$ cat src/rtl/srefctl.sv
module srefctl #(
  parameter int CLK_MHZ   = 250,
  parameter int LAT_W     = 10,
  parameter int DEF_EXIT  = 12,
  parameter int DEF_SCHED = 8,
  parameter int DEF_DLY   = 4,
  parameter int DEF_THR   = 40
) (
  input  logic             clk,
  input  logic             rst_n,
  input  logic             sr_en,
  input  logic             cfg_we,
  input  logic [31:0]      cfg_din,
  input  logic             req_valid,
  input  logic [LAT_W-1:0] req_lat,
  input  logic             buf_full,
  input  logic             hp_blocked,
  output logic             sr_req,
  output logic             req_hipri,
  output logic [6:0]       exit_lat
);
  localparam int TDIV_RAW = (CLK_MHZ * 250 + 999) / 1000;
  localparam int TICK_DIV = (TDIV_RAW < 1) ? 1 : TDIV_RAW;
  localparam int TW       = (TICK_DIV > 1) ? $clog2(TICK_DIV) : 1;
  localparam logic [31:0] CFG_MASK = 32'hFFC7_FF7F;
  localparam logic [31:0] CFG_DEF  = {DEF_THR[9:0], 3'b000, 1'b0, DEF_DLY[5:0],
                                      DEF_SCHED[3:0], 1'b0, DEF_EXIT[6:0]};

  logic [31:0]   cfg_q;
  logic [TW-1:0] tcnt;
  logic          tick;
  logic [5:0]    idle_cnt;
  logic          sr_q;

  wire [3:0] sched  = cfg_q[11:8];
  wire [5:0] dly    = cfg_q[17:12];
  wire       sync   = cfg_q[18];
  wire [9:0] thresh = cfg_q[31:22];

  wire [5:0] dly_eff = (dly < 6'd2) ? 6'd2 : dly;
  wire       hold    = req_valid && ({{(32-LAT_W){1'b0}}, req_lat} < {22'd0, thresh});
  wire       blk     = sync && buf_full && hp_blocked;
  wire       ready   = (idle_cnt >= dly_eff) && !req_valid && !blk && sr_en;

  assign exit_lat  = cfg_q[6:0];
  assign req_hipri = req_valid && ({{(32-LAT_W){1'b0}}, req_lat} < {28'd0, sched});
  assign sr_req    = sr_q && !hold;

  generate
    if (TICK_DIV > 1) begin : g_div
      always_ff @(posedge clk) begin
        if (!rst_n)                              tcnt <= '0;
        else if (tcnt == TW'(TICK_DIV - 1))      tcnt <= '0;
        else                                     tcnt <= tcnt + 1'b1;
      end
      assign tick = (tcnt == TW'(TICK_DIV - 1));
    end else begin : g_nodiv
      always_ff @(posedge clk) tcnt <= '0;
      assign tick = 1'b1;
    end
  endgenerate

  always_ff @(posedge clk) begin
    if (!rst_n)      cfg_q <= CFG_DEF;
    else if (cfg_we) cfg_q <= cfg_din & CFG_MASK;
  end

  always_ff @(posedge clk) begin
    if (!rst_n || req_valid)          idle_cnt <= '0;
    else if (tick && idle_cnt < 6'd63) idle_cnt <= idle_cnt + 1'b1;
  end

  always_ff @(posedge clk) begin
    if (!rst_n || !sr_en || hold) sr_q <= 1'b0;
    else if (ready)               sr_q <= 1'b1;
  end
endmodule

$ cat config.mk
export PLATFORM = sky130hd
export DESIGN_NAME = srefctl
export DESIGN_NICKNAME = d
export VERILOG_FILES = /design/src/rtl/srefctl.sv
export SDC_FILE = /design/constraint.sdc
export NUM_CORES = 1
export LEC_CHECK = 0
export BUFFER_PORTS_ARGS = -buffer_cell sky130_fd_sc_hd__buf_2
export CORE_MARGIN = 3
export CORE_UTILIZATION = 38
export DETAILED_ROUTE_END_ITERATION = 16
export PLACE_DENSITY_LB_ADDON = 0.05
export SETUP_SLACK_MARGIN = 0.05
export SYNTH_ARGS = -nofsm -noshare
export SYNTH_HDL_FRONTEND = slang
export SYNTH_SLANG_ARGS = --single-unit
$ cat constraint.sdc
create_clock -name clk -period 4.9 [get_ports clk]
set_clock_uncertainty 0.1 [all_clocks]
set_input_delay 0.49 -clock clk [delete_from_list [all_inputs] [get_ports clk]]
set_output_delay 0.49 -clock clk [all_outputs]
set_load 0.05 [all_outputs]
==> run_results.csv <==
group,metric,value,unit
status,outcome,"completed",
cts,root_buffer,"sky130_fd_sc_hd__clkbuf_8",
die,pin_count,58,
drt,route.detailed.drc,0,
logic_synthesis,yosysMostFrequentCell,"sky130_fd_sc_hd__dfxtp_1",
cts,postCtsResizedCells,0,
logic_synthesis,netlist_instances,227,
power_and_ir_drop,ir_worst_vdd,0.194,mV
cts,cts_hold_buffers,0,
finish,layout-area-overhead-vs-synth,18.4,%
timing,tightest_slew,871,ps
logic_synthesis,netlist_area,0.00213,mm²
placement,post-dp-hpwl,3120,µm
global_routing,track_usage,13.9,%
worst_setup_path,path_type_of_the_worst_setup_path,"flip-flop to primary output",
cts,tritoncts,"yes",
global_routing,global_route_total_overflow,0,
cts,post-cts-setup-buffer-count,0,
logic_synthesis,post_synth_edffs,0,
timing,final_period_demand_of_the_worst_path,2500,ps
logic_synthesis,yosysTopAreaCell,"sky130_fd_sc_hd__dfxtp_1",
drt,via_per_inst,4.54,
placement,io_buffer_count,53,
drt,wl_per_cell,12.1,µm
die,die_height,80.9,µm
timing,maxSlewViolCount,0,
power_and_ir_drop,combinationalPowerShare,13.8,%
worst_setup_path,register_to_register_setup_slack,2690,ps
timing,setup_repair_after_global_routing_missed_its_margin,"no",
finish,final_net_count,343,
worst_setup_path,timing.critical_path.required,4310,ps
power_and_ir_drop,post-layout-total-power,0.744,mW
timing,setup-tns-final,0,ps
timing,max_freq,0.399,GHz
cts,clock_tree.htree_level_count,2,
global_routing,largest_net_degree_at_the_start_of_global_routing,33,
placement,placed_area,0.00240,mm²
logic_synthesis,async_reset_ff_share,0,%
finish,area_occupied_by_multi_input_gates,0.00115,mm²
finish,insertedDiodeCount,0,
die,die_x,80.9,µm
timing,maxSlewHeadroom,42.0,%
logic_synthesis,synth_common_cells,"sky130_fd_sc_hd__dfxtp_1, sky130_fd_sc_hd__nor2b_1, sky130_fd_sc_hd__mux2i_1",
die,start_util,40.4,%
placement,placedCellCount,336,
logic_synthesis,synth.lib_cells_used.distinct,35,
drt,detail_route.iter0.violations,58,
timing,setup_viol_count_final,0,
power_and_ir_drop,power.switching,0.182,mW
logic_synthesis,synthesis.area_per_instance,9.39,µm²
die,fp-row-count,26,
global_routing,antenna_violations_before_repair,0,
drt,dr.pass1.iters,4,
drt,postRouteWirelength,4180,µm
drt,dr_total_vias,1561,
worst_setup_path,crit_path_max_fanout,2,
power_and_ir_drop,power.density,295,mW/mm²
worst_setup_path,critical_path.startpoint_type,"flip-flop",
logic_synthesis,synth-warning-count,0,
finish,seqCellArea,821,µm²
cts,insertion_delay,290,ps
drt,drtAntennaViolNets,0,
finish,fill_cells,552,
finish,stdcell_count,344,
power_and_ir_drop,pwr-share-clk,38.0,%
worst_setup_path,timing.critical_path.arrival,1910,ps
die,fp.dieArea,0.00654,mm²
logic_synthesis,fraction_of_post_synthesis_cell_area_in_the_top_cell_type_by_area,38.5,%
placement,place_congestion,0.726,
run,drv.max_cap_violation_count,0,
finish,layout-drive-gt1-share,23.4,%
power_and_ir_drop,power.share.switching,24.5,%
logic_synthesis,postSynth.topFlopCell,"sky130_fd_sc_hd__dfxtp_1",
cts,clockBufferDepth,2,
cts,cts_buffers,5,
logic_synthesis,synth.top_cells.by_area,"sky130_fd_sc_hd__dfxtp_1, sky130_fd_sc_hd__ha_1, sky130_fd_sc_hd__mux2i_1",
timing,post-route-period-util,51.1,%
die,core_region_area,0.00527,mm²
finish,post-route-cell-area,0.00252,mm²
power_and_ir_drop,leakage,1.16,nW
logic_synthesis,sequential_cell_area_fraction_in_the_yosys_report,38.5,%
global_routing,grt_pass1_vias,1511,
logic_synthesis,syn_nets,297,
power_and_ir_drop,internal-power,0.562,mW
power_and_ir_drop,share_seq_of_total_power,48.2,%
global_routing,grt_pass1_wl,7040,µm
worst_setup_path,worst_setup_path_end_kind,"primary output",
worst_hold_path,hold_path_class,"primary input to flip-flop",
logic_synthesis,yosys_register_bits,41,
cts,numClockSinks,41,
timing,final_hold_viol_count,0,
cts,clk_transition_reported_paths,70,ps
==> layout by cell type, fill, tap and decap left out <==
master	synthesis	final
sky130_fd_sc_hd__o211ai_1	4	4
sky130_fd_sc_hd__a211oi_1	2	2
sky130_fd_sc_hd__o2111ai_1	1	1
sky130_fd_sc_hd__buf_2	2	53
sky130_fd_sc_hd__nand4_1	2	2
sky130_fd_sc_hd__nand3_2	1	1
sky130_fd_sc_hd__a311oi_1	1	1
sky130_fd_sc_hd__inv_1	20	20
sky130_fd_sc_hd__bufinv_16	0	1
sky130_fd_sc_hd__mux2i_1	25	25
sky130_fd_sc_hd__ha_1	21	21
sky130_fd_sc_hd__and4_4	1	1
sky130_fd_sc_hd__a41oi_1	1	1
sky130_fd_sc_hd__nand2_1	11	11
sky130_fd_sc_hd__clkbuf_8	0	6
sky130_fd_sc_hd__xnor2_1	2	2
sky130_fd_sc_hd__or4_1	1	1
sky130_fd_sc_hd__a31oi_1	1	1
sky130_fd_sc_hd__nor2_1	16	16
sky130_fd_sc_hd__o21ai_1	1	1
sky130_fd_sc_hd__xor2_1	6	6
sky130_fd_sc_hd__nand2b_1	4	4
sky130_fd_sc_hd__dfxtp_1	41	41
sky130_fd_sc_hd__nor3_1	2	2
sky130_fd_sc_hd__a21o_1	1	1
sky130_fd_sc_hd__a211oi_4	1	1
sky130_fd_sc_hd__nand3_1	5	5
sky130_fd_sc_hd__and3_1	3	3
sky130_fd_sc_hd__nor3b_1	1	1
sky130_fd_sc_hd__nor4_1	2	2
sky130_fd_sc_hd__nor4b_1	1	1
sky130_fd_sc_hd__nor2b_1	26	26
sky130_fd_sc_hd__clkinvlp_4	0	1
sky130_fd_sc_hd__o21ai_0	5	5
sky130_fd_sc_hd__a21oi_1	3	3
sky130_fd_sc_hd__a21boi_0	1	1
==> flip-flops by register name, indices dropped and copies added, names as in the netlist <==
name,count
cfg_q,28
tcnt,6
idle_cnt,6
sr_q,1
==> kinds of logic after synthesis <==
logic type	share of synthesized area [%]
DFF	38.5
xor gates and xnor gates	3.29
adders and majority gates	12.3
and+or+nand+nor	19.4
muxes	11.7
AOI/OAI and AO/OA	7.40
buffers and inverters	7.34
==> per-stage QoR <==
step | hold slack [ps] | util [%] | setup WS (ps)
2_1_floorplan | 341 | - | 2440
3_3_place_gp | 353 | 45.6 | 2400
3_5_place_dp | 360 | 45.6 | 2400
4_1_cts | 308 | 47.9 | 2330
5_1_grt | 328 | 47.9 | 2220
6_report | 321 | 47.9 | 2400
==> power groups by stage <==
stage          combinational [mW]  sequential [mW]  clock, mW
2_1_floorplan              0.0747            0.364          0
3_3_place_gp                0.104            0.366          0
3_5_place_dp                0.104            0.366          0
4_1_cts                     0.105            0.359      0.292
5_1_grt                     0.117            0.360      0.307
6_report                    0.103            0.359      0.283
==> layer usage <==
layer / wire length [µm] / global-route usage [%]
met1: 2170 / 20.1
met4: 25 / 4.56
met2: 1750 / 19.8
met5: 0 / 0
met3: 237 / 3.77
==> area by class of cell <==
type | count | share of cell area, %
Multi-Input combinational cell | 152 | 45.7
Sequential cell | 41 | 32.5
Timing Repair Buffer | 53 | 10.5
Tap cell | 70 | 3.47
Clock buffer | 6 | 3.27
Inverter | 20 | 2.98
Clock inverter | 2 | 1.49
==> worst paths after layout <==
kind              startpoint        to  cells after the start
setup / recovery   cfg_q[29]    sr_req                      7
hold reg to reg     cfg_q[2]  cfg_q[2]                      2
hold / removal    cfg_din[2]  cfg_q[2]                      3
setup reg to reg   cfg_q[15]      sr_q                      8
==> critical path, cell delays in order (launching register included) <==
cell and delay, ps:
sky130_fd_sc_hd__dfxtp_1 340, sky130_fd_sc_hd__inv_1 50, sky130_fd_sc_hd__ha_1 280, sky130_fd_sc_hd__a211oi_1 190, sky130_fd_sc_hd__o21ai_0 130, sky130_fd_sc_hd__nor3_1 350
sky130_fd_sc_hd__nor2b_1 80, sky130_fd_sc_hd__buf_2 220
Power figures use the tool's default switching activity.
